<file path="config.mk">
export PLATFORM = sky130hd
export DESIGN_NAME = paged_flash_xlate
export DESIGN_NICKNAME = d
export VERILOG_FILES = /design/src/rtl/pft_pkg.sv /design/src/rtl/pft_ctrl.sv /design/src/rtl/pft_dp.sv /design/src/rtl/paged_flash_xlate.sv
export SDC_FILE = /design/constraint.sdc
export NUM_CORES = 1
export LEC_CHECK = 0
export ABC_CLOCK_PERIOD_IN_PS = 1000
export BUFFER_PORTS_ARGS = -buffer_cell sky130_fd_sc_hd__buf_4
export CAP_MARGIN = 0
export CORE_MARGIN = 2
export CORE_UTILIZATION = 24
export DETAILED_ROUTE_END_ITERATION = 10
export GPL_ROUTABILITY_DRIVEN = 0
export PLACE_DENSITY_LB_ADDON = 0.08
export SLEW_MARGIN = 0
export SYNTH_ARGS = -nofsm -noshare
export SYNTH_HDL_FRONTEND = slang
export SYNTH_SLANG_ARGS = --single-unit
</file>
<file path="constraint.sdc">
create_clock -name vclk -period 1
set_input_delay 0.25 -clock vclk [all_inputs]
set_output_delay 0.25 -clock vclk [all_outputs]
set_load 0.005 [all_outputs]
</file>
<file path="src/rtl/pft_pkg.sv">
package pft_pkg;

  // Strobes handed from the region decoder to the address datapath.
  typedef struct packed {
    logic selLow;
    logic selFixLo;
    logic selWin;
    logic selFixHi;
    logic hit;
    logic pageBad;
  } xlateCtl_t;

  // Quarter codes given by the two top address bits.
  typedef enum logic [1:0] {
    QTR_LOW   = 2'b00,
    QTR_FIXLO = 2'b01,
    QTR_WIN   = 2'b10,
    QTR_FIXHI = 2'b11
  } quarter_e;

endpackage

</file>
<file path="src/rtl/pft_ctrl.sv">
module pft_ctrl
  import pft_pkg::*;
#(
  parameter int PAGE_W     = 8,
  parameter int FIRST_PAGE = 'h30,
  parameter int NUM_PAGES  = 16
) (
  input  logic [1:0]        regionBits,
  input  logic [PAGE_W-1:0] pageReg,
  input  logic              accStb,
  output xlateCtl_t         ctl
);

  localparam int CMP_W = PAGE_W + 1;
  localparam logic [CMP_W-1:0] LOW_BOUND = CMP_W'(FIRST_PAGE);
  localparam logic [CMP_W-1:0] TOP_BOUND = CMP_W'(FIRST_PAGE + NUM_PAGES);

  quarter_e   quarter;
  logic       pageOk;
  logic [CMP_W-1:0] pageWide;

  assign quarter  = quarter_e'(regionBits);
  assign pageWide = {1'b0, pageReg};
  assign pageOk   = (pageWide >= LOW_BOUND) && (pageWide < TOP_BOUND);

  always_comb begin
    ctl = '0;
    unique case (quarter)
      QTR_LOW:   ctl.selLow   = 1'b1;
      QTR_FIXLO: ctl.selFixLo = 1'b1;
      QTR_WIN:   ctl.selWin   = 1'b1;
      QTR_FIXHI: ctl.selFixHi = 1'b1;
      default:   ctl.selLow   = 1'b1;
    endcase
    ctl.hit     = accStb & ~ctl.selLow & (~ctl.selWin | pageOk);
    ctl.pageBad = accStb & ctl.selWin & ~pageOk;
  end

  // the decode yields exactly one quarter at a time
  always_comb begin
    assert_one_quarter_R11: assert ($onehot0({ctl.selLow, ctl.selFixLo, ctl.selWin, ctl.selFixHi}))
      else $error("more than one quarter selected");
  end

endmodule

</file>
<file path="src/rtl/pft_dp.sv">
module pft_dp
  import pft_pkg::*;
#(
  parameter int PAGE_W      = 8,
  parameter int OFF_W       = 14,
  parameter int LIN_W       = 18,
  parameter int FIX_LO_PAGE = 'h3E,
  parameter int FIX_HI_PAGE = 'h3F
) (
  input  xlateCtl_t           ctl,
  input  logic [PAGE_W-1:0]   pageReg,
  input  logic [OFF_W-1:0]    cpuOff,
  output logic [PAGE_W-1:0]   pageOut,
  output logic [PAGE_W+OFF_W-1:0] imageAddr,
  output logic [LIN_W-1:0]    flashAddr
);

  localparam int IMG_W = PAGE_W + OFF_W;
  localparam logic [PAGE_W-1:0] FIX_LO_V = PAGE_W'(FIX_LO_PAGE);
  localparam logic [PAGE_W-1:0] FIX_HI_V = PAGE_W'(FIX_HI_PAGE);

  logic [PAGE_W-1:0] pageSel;
  logic [IMG_W-1:0]  imageNext;

  always_comb begin
    pageSel = '0;
    if (ctl.selFixLo)      pageSel = FIX_LO_V;
    else if (ctl.selFixHi) pageSel = FIX_HI_V;
    else if (ctl.selWin)   pageSel = pageReg;
  end

  // Every flash quarter uses its own 14-bit offset, so the image is the
  // page number concatenated above the offset.
  assign imageNext = ctl.selLow ? '0 : {pageSel, cpuOff};
  assign imageAddr = imageNext;
  assign pageOut   = pageSel;

  generate
    if (LIN_W <= IMG_W) begin : g_trunc
      assign flashAddr = imageNext[LIN_W-1:0];
    end else begin : g_extend
      assign flashAddr = {{(LIN_W-IMG_W){1'b0}}, imageNext};
    end
  endgenerate

  // the lower fixed quarter always reports its fixed page
  always_comb begin
    if (ctl.selFixLo)
      assert_fixlo_page_R2: assert (pageOut == FIX_LO_V)
        else $error("fixed low page wrong");
  end

  // the upper fixed quarter always reports its fixed page
  always_comb begin
    if (ctl.selFixHi)
      assert_fixhi_page_R3: assert (pageOut == FIX_HI_V)
        else $error("fixed high page wrong");
  end

endmodule

</file>
<file path="src/rtl/paged_flash_xlate.sv">
module paged_flash_xlate
  import pft_pkg::*;
#(
  parameter int ADDR_W      = 16,
  parameter int PAGE_W      = 8,
  parameter int OFF_W       = 14,
  parameter int FIRST_PAGE  = 'h30,
  parameter int NUM_PAGES   = 16,
  parameter int FIX_LO_PAGE = 'h3E,
  parameter int FIX_HI_PAGE = 'h3F
) (
  input  logic [ADDR_W-1:0]       cpuAddr,
  input  logic [PAGE_W-1:0]       pageReg,
  input  logic                    accStb,
  output logic [PAGE_W+OFF_W-1:0] imageAddr,
  output logic [$clog2(NUM_PAGES)+OFF_W-1:0] flashAddr,
  output logic [PAGE_W-1:0]       pageOut,
  output logic                    flashHit,
  output logic                    pageBad
);

  localparam int LIN_W = $clog2(NUM_PAGES) + OFF_W;
  localparam int IMG_W = PAGE_W + OFF_W;
  localparam logic [IMG_W-1:0] FIRST_IMG = IMG_W'(FIRST_PAGE) << OFF_W;
  localparam logic [IMG_W-1:0] END_IMG   = IMG_W'(FIRST_PAGE + NUM_PAGES) << OFF_W;

  xlateCtl_t ctl;

  pft_ctrl #(
    .PAGE_W    (PAGE_W),
    .FIRST_PAGE(FIRST_PAGE),
    .NUM_PAGES (NUM_PAGES)
  ) u_ctrl (
    .regionBits(cpuAddr[ADDR_W-1 -: 2]),
    .pageReg   (pageReg),
    .accStb    (accStb),
    .ctl       (ctl)
  );

  pft_dp #(
    .PAGE_W     (PAGE_W),
    .OFF_W      (OFF_W),
    .LIN_W      (LIN_W),
    .FIX_LO_PAGE(FIX_LO_PAGE),
    .FIX_HI_PAGE(FIX_HI_PAGE)
  ) u_dp (
    .ctl      (ctl),
    .pageReg  (pageReg),
    .cpuOff   (cpuAddr[OFF_W-1:0]),
    .pageOut  (pageOut),
    .imageAddr(imageAddr),
    .flashAddr(flashAddr)
  );

  assign flashHit = ctl.hit;
  assign pageBad  = ctl.pageBad;

  // the low quarter never hits flash
  always_comb begin
    if (cpuAddr[ADDR_W-1 -: 2] == 2'b00)
      assert_low_no_hit_R1: assert (!flashHit && imageAddr == '0)
        else $error("low quarter produced flash output");
  end

  // no flag without a strobe
  always_comb begin
    if (!accStb)
      assert_no_flag_idle_R8: assert (!flashHit && !pageBad)
        else $error("flag raised without strobe");
  end

  // the array address keeps the processor's offset bits
  always_comb begin
    if (cpuAddr[ADDR_W-1 -: 2] != 2'b00)
      assert_offset_kept_R6: assert (flashAddr[OFF_W-1:0] == cpuAddr[OFF_W-1:0])
        else $error("offset bits altered");
  end

  // a hit always lands inside the fitted page range
  always_comb begin
    if (flashHit)
      assert_hit_in_range_R7: assert (imageAddr >= FIRST_IMG && imageAddr < END_IMG && !pageBad)
        else $error("hit outside fitted pages");
  end

endmodule

</file>
# After elaboration in Yosys (flattened, before gate mapping)
# Cells that the tools add are included.
[op_classes]
muxes = 8
n_reduce_logical = 2
bitwise_logic = 8
n_lt_le_gt_ge = 2
eq_ne = 3
[ops]
columns = ["operator", "count"]
rows = [
  ["8-bit two-way mux", 3],
  ["22-bit two-way mux", 1],
  ["8-bit by 6-bit >= comparator with 1-bit output (second input constant)", 1],
  ["8-bit by 7-bit < comparator with 1-bit output (second input constant)", 1],
  ["1-bit bitwise AND", 4],
  ["2-bit == test (second input constant)", 2],
  ["1-bit two-way mux", 4],
  ["1-bit inverter", 3],
  ["2-bit by 1-bit == test with 1-bit output (second input constant)", 1],
  ["2-bit zero test", 1],
  ["1-bit logical AND", 1],
  ["1-bit bitwise OR", 1],
]
[totals]
word_cells = 23
ff_bits = 0
in_bits = 25

# Depth between registers and ports, before layout
# Gate-level depths: netlist (run 1).
[depth]
ltp_word = 6
depth_mapped = 4

# Modules after synthesis
# From an unflattened synthesis (run 1), not the netlist that was laid out.
[hier_totals]
cells_unflattened = 67
hier_area_um2 = 430.4
[modules_own_cells]
columns = ["module", "area_per_inst_um2", "instances", "seq_area_each_um2", "cells_per_inst"]
rows = [
  ["pft_dp", 369.1, 1, 0.0, 59],
  ["pft_ctrl", 61.3, 1, 0.0, 8],
]

# Worst setup path before layout (run 1)
# OpenSTA, ideal clock, no wires.
[synth_timing]
path_kind = "input -> output"
startpoint = "input cpuAddr[14]"
endpoint = "output imageAddr[10]"
setup_slack_ns = -0.097
path_stages = 4
n_path_buf = 2
t_arrival_ns = 0.847
path_cell_list = "nor2_1 -> buf_4 -> nor2b_1 -> buf_4"
[synth_via]
elab_chain_len = 3
[synth_lines]
columns = ["element", "line", "text"]
rows = [
  ["start, declared", "paged_flash_xlate.sv:12", "input logic [ADDR_W-1:0] cpuAddr,"],
  ["2-bit zero test", "pft_ctrl.sv:28", "unique case (quarter)"],
  ["1-bit two-way mux", "pft_ctrl.sv:28", ""],
  ["22-bit two-way mux", "pft_dp.sv:34", "assign imageNext = ctl.selLow ? '0 : {pageSel, cpuOff};"],
  ["end, declared", "paged_flash_xlate.sv:15", "output logic [PAGE_W+OFF_W-1:0] imageAddr,"],
]
# Every way passes these cells.

# Worst setup path after layout (run 1)
[layout_timing]
startpoint = "input cpuAddr[15]"
endpoint = "output pageBad"
[layout_via]
elab_chain_len = 4
[layout_lines]
columns = ["element", "line", "text"]
rows = [
  ["2-bit == test", "pft_ctrl.sv:28", ""],
  ["1-bit two-way mux", "pft_ctrl.sv:28", ""],
  ["1-bit bitwise AND (2 in a row)", "pft_ctrl.sv:36", "ctl.pageBad = accStb & ctl.selWin & ~pageOk;"],
  ["end, declared", "paged_flash_xlate.sv:19", "output logic pageBad"],
]
# Every way passes these cells.

==> flow_metrics.py, run 1 <==
metrics = {
    "global_routing": {
        "grt_max_degree": 13,
        "grt-ovfl-total": 0,
        "antenna_found_initial": 0,
        "first_global_vias": 506,
        "grtUsageTotal": 0.129,
        "grt_first_pass_wirelength_um": 2070,
    },
    "routing": {
        "drtIter0Drc": 2,
        "drt.antenna.violating_nets": 0,
        "drt_first_pass_iters": 2,
        "num_vias": 591,
        "wl_per_cell_um": 10.3,
        "drc": 0,
        "wirelength_um": 1380,
        "via_per_inst": 4.41,
    },
    "sta": {
        "post-route-period-util": 1.10,
        "timing.final.ws_setup_ps": -104,
        "timing.slew.headroom": 0.899,
        "setup_viol": 50,
        "max_freq_mhz": 906,
        "timing_hold_violations_final": 0,
        "worstMarginPinSlew_ps": 151,
        "finalMaxSlewViolations": 0,
        "rsz0062_at_grt": "yes",
        "min_period_ps": 1100,
    },
    "critical_path": {
        "criticalPathCategory": "input port to output pin",
        "worst-path-max-fanout": 7,
        "cp_data_arrival_time_ps": 850,
        "cp-start-kind": "input port",
        "cp.required_ps": 750,
        "end_kind": "output pin",
    },
    "layout": {
        "multi_input_area_um2": 275,
        "clockBufferCount": 0,
        "syn_to_final_growth_pct": 150,
        "nFillCells": 149,
        "postLayoutCellArea_um2": 985,
        "design.seq.count": 0,
        "nNetsFinal": 145,
        "antenna_cells": 0,
        "final_core_util": 0.646,
        "seqCellArea_um2": 0,
        "drive_gt1_frac": 0.763,
    },
    "synthesis": {
        "synth_top_cells_by_area": "buf_4 (36%), nor2b_1 (22%), a21o_1 (19%), and2_1 (6.3%), o21a_1 (3.8%)",
        "yosysMostFrequentCell": "buf_4",
        "synth_compound_area_frac": 0.254,
        "synthXorXnorAreaFrac": 0,
        "post-synth-top-area-fraction": 0.362,
        "yosysWarnings": 0,
        "synth_top_area_cell": "buf_4",
        "synth.net_count": 82,
        "synth_commonest_cells": "buf_4 (19), nor2b_1 (14), a21o_1 (10)",
        "syn-instance-count": 57,
        "synthAdderAreaFrac": 0,
        "syn-cell-area_um2": 394,
        "yosysSeqAreaShare": 0,
        "synthSimpleGateAreaFrac": 0.359,
        "postSynthAreaPerCell_um2": 6.91,
        "synth_top_family_by_area": "buffers and inverters",
        "synth_cell_types": 12,
        "synthMuxAreaShare": 0,
    },
    "floorplanning": {
        "core_region_area_mm2": 0.00152,
        "row_count": 14,
        "die_x_um": 44.5,
        "die_h_um": 44.5,
        "ioPinCount": 75,
        "start_util": 0.259,
        "dieArea_mm2": 0.00198,
    },
    "placement": {
        "hpwl_um": 1200,
        "placed_area_um2": 855,
        "port_buffers": 75,
    },
    "status": {
        "outcome": "complete, but fails checks",
        "violations": "setup timing",
    },
    "hold_path": {
        "min_path_type": "input port to output pin",
    },
    "power_and_ir_drop": {
        "powerDensity_mw_per_mm2": 458,
        "ir_worst_vdd_mv": 0.208,
        "p_leak_nw": 0.567,
    },
    "flow_run": {
        "maxCapViolCount": 0,
    },
    "clock_network": {
        "cts_hold_buf": 0,
    },
}
[critical path, cell delays in order]
cell and delay, ps:
buf_12 110, and2b_2 220, and3_1 140, buf_4 130
[timing repair]
item                       CTS  global route
pin swaps                    8             1
setup endpoints to repair   50            50
resized for setup           21             5
cloned                       0             1
buffers inserted             2             1
[layout by cell type, fill, tap and decap left out, drive strengths merged]
master | netlist | final
and2b | 1 | 1
and3 | 1 | 1
buf | 21 | 82
and2 | 4 | 4
a21oi | 1 | 1
o21ai | 1 | 1
a21o | 10 | 10
o21a | 2 | 2
nor2 | 1 | 1
nand4bb | 1 | 1
nor2b | 14 | 14
[through the flow]
step	instances	setup TNS [ps]	worst slack (ps)	hold slack, ps	total power [W]
floorplan	57	0	46.1	596	0.000181
CTS	132	-3180	-107	781	0.000444
detailed placement	130	-6710	-168	778	0.000397
finish	134	-2950	-104	778	0.000451
global route	134	-4560	-145	794	0.000488
global placement	130	-6590	-174	776	0.000391
[cell type report]
type	count	area share
timing repair buffer	82	0.700
multi-input combinational	36	0.280
tap	16	0.0203
[routing by layer]
metal	wire, um	vias up	GRT usage
li1	-	294	-
met1	425	259	0.145
met2	760	38	0.261
met3	196	0	0.0245
met4	0	0	0
met5	0	-	0
[final timing paths]
kind         from    endpoint  depth (start not counted)
max   cpuAddr[15]     pageBad                          4
min    pageReg[1]  pageOut[1]                          3
[kinds of logic after synthesis]
| family | Yosys count |
|---|---|
| AND/OR/NAND/NOR | 22 |
| buffers and inverters | 21 |
| AO/OA/AOI/OAI | 14 |
[power breakdown]
part / internal, W / switching (W) / leakage, nW
logic: 0.000304 / 0.000147 / 0.567
registers: 0 / 0 / 0
clock network: 0 / 0 / 0
Note: power is estimated with default switching activity, not from simulation.
==> run 2: changes to the inputs <==
--- a/config.mk
+++ b/config.mk
@@ -5,7 +5,8 @@
 export SDC_FILE = /design/constraint.sdc
 export NUM_CORES = 1
 export LEC_CHECK = 0
-export ABC_CLOCK_PERIOD_IN_PS = 1000
+export ABC_AREA = 0
+export ABC_CLOCK_PERIOD_IN_PS = 900
 export BUFFER_PORTS_ARGS = -buffer_cell sky130_fd_sc_hd__buf_4
 export CAP_MARGIN = 0
 export CORE_MARGIN = 2
==> constraint.sdc (replaced) <==
create_clock -name vclk -period 0.9
set_input_delay 0.225 -clock vclk [all_inputs]
set_output_delay 0.225 -clock vclk [all_outputs]
set_load 0.005 [all_outputs]
==> flow_metrics.py, run 2 (synthesis results as in run 1) <==
metrics = {
    "layout": {
        "seqCellArea_um2": 0,
        "clockBufferCount": 0,
        "drive_gt1_frac": 0.839,
        "nNetsFinal": 145,
        "nFillCells": 119,
        "antenna_cells": 0,
        "final_common_cell": "buf_4",
        "final_core_util": 0.746,
        "layout_common_cells": "buf_4 (51), buf_6 (27), nor2b_4 (12), a21o_1 (10), and2_1 (4)",
        "syn_to_final_growth_pct": 189,
        "design.seq.count": 0,
    },
    "floorplanning": {
        "ioPinCount": 75,
        "dieArea_mm2": 0.00198,
        "start_util": 0.259,
        "die_h_um": 44.5,
        "row_count": 14,
        "die_x_um": 44.5,
        "core_region_area_mm2": 0.00152,
    },
    "placement": {
        "hpwl_um": 1160,
        "pre_cts_slack_ps": -231,
        "port_buffers": 75,
    },
    "global_routing": {
        "first_global_vias": 540,
        "grt_max_degree": 15,
        "antenna_found_initial": 0,
        "grtUsageTotal": 0.132,
        "grt_first_pass_wirelength_um": 2130,
        "grt-ovfl-total": 0,
    },
    "sta": {
        "max_freq_mhz": 924,
        "fin_setup_tns_ps": -6650,
        "timing_hold_violations_final": 0,
        "min_period_ps": 1080,
        "post-route-period-util": 1.20,
        "finalMaxSlewViolations": 0,
        "timing.final.ws_setup_ps": -182,
        "worstMarginPinSlew_ps": 129,
        "rsz0062_at_grt": "yes",
        "timing.slew.headroom": 0.913,
        "setup_viol": 50,
    },
    "critical_path": {
        "cp-start-kind": "input port",
        "crit_chain": "buf_12, nor2_4, clkbuf_16, nor2b_2, buf_4",
        "criticalPathCategory": "input port to output pin",
        "worst-path-max-fanout": 7,
        "end_kind": "output pin",
        "critPathTopFamily": "buffers and inverters",
        "cp.required_ps": 670,
        "cp_num_buf_inv": 3,
        "cp_slowest_stage_delay_ps": 190,
        "cp_data_arrival_time_ps": 860,
        "slowest_stage": "clkbuf_16",
    },
    "routing": {
        "via_per_inst": 4.45,
        "num_vias": 596,
        "drtIter0Drc": 4,
        "drt.antenna.violating_nets": 0,
        "drc": 0,
        "drt_first_pass_iters": 4,
        "wirelength_um": 1620,
        "wl_per_cell_um": 12.1,
    },
    "power_and_ir_drop": {
        "internal_power_w": 0.000401,
        "swShare": 0.325,
        "p_total_w": 0.000594,
        "powerDensity_mw_per_mm2": 522,
        "pwr-share-comb": 1.000,
        "p_leak_nw": 0.640,
        "p_seq_frac": 0,
        "power_switching_w": 0.000193,
        "p_clk_frac": 0,
        "ir_worst_vdd_mv": 0.313,
    },
    "status": {
        "outcome": "complete, but fails checks",
        "violations": "setup timing",
    },
    "clock_network": {
        "cts_hold_buf": 0,
    },
    "hold_path": {
        "min_path_type": "input port to output pin",
    },
    "flow_run": {
        "maxCapViolCount": 0,
    },
}
-- run 2: metal layers --
metal | global-route usage | vias up | part of all wire
li1 | - | 290 | -
met1 | 0.133 | 265 | 0.29
met2 | 0.293 | 41 | 0.58
met3 | 0.0122 | 0 | 0.13
met4 | 0 | 0 | 0
met5 | 0 | - | 0
-- run 2: area by class of cell --
class,count,area (um2),share of cell area
Multi-Input combinational cell,36,350,0.308
Tap cell,16,20.0,0.0176
Timing Repair Buffer,82,767,0.674
-- run 2: stage by stage --
stage	area [um2]	instances	hold slack, ps
after CTS	950	133	729
after global placement	855	130	727
final	1140	134	728
after floorplan	412	57	546
after detailed placement	855	130	725
after global routing	1140	134	740
-- run 2: power groups by stage --
| stage | Combinational [W] | Clock (W) | Sequential, W |
|---|---|---|---|
| floorplan | 0.000204 | 0 | 0 |
| global placement | 0.000434 | 0 | 0 |
| detailed placement | 0.000440 | 0 | 0 |
| CTS | 0.000486 | 0 | 0 |
| global route | 0.000633 | 0 | 0 |
| finish | 0.000594 | 0 | 0 |
-- run 2: worst paths after layout --
kind	startpoint	endpoint	slack [ps]	cells past startpoint
max	cpuAddr[15]	flashAddr[1]	-180	5
min	pageReg[1]	pageOut[1]	730	3
-- run 2: worst min-delay path, stage by stage --
cell    delay (ps)
buf_4           80
a21o_1         100
buf_4          100
-- run 2: timing repair --
| action | 4_1_cts | 5_1_grt |
|---|---|---|
| pin swaps | 10 | 0 |
| setup endpoints to repair | 50 | 50 |
| resized for setup | 19 | 41 |
| cloned | 0 | 1 |
| setup buffers | 3 | 0 |
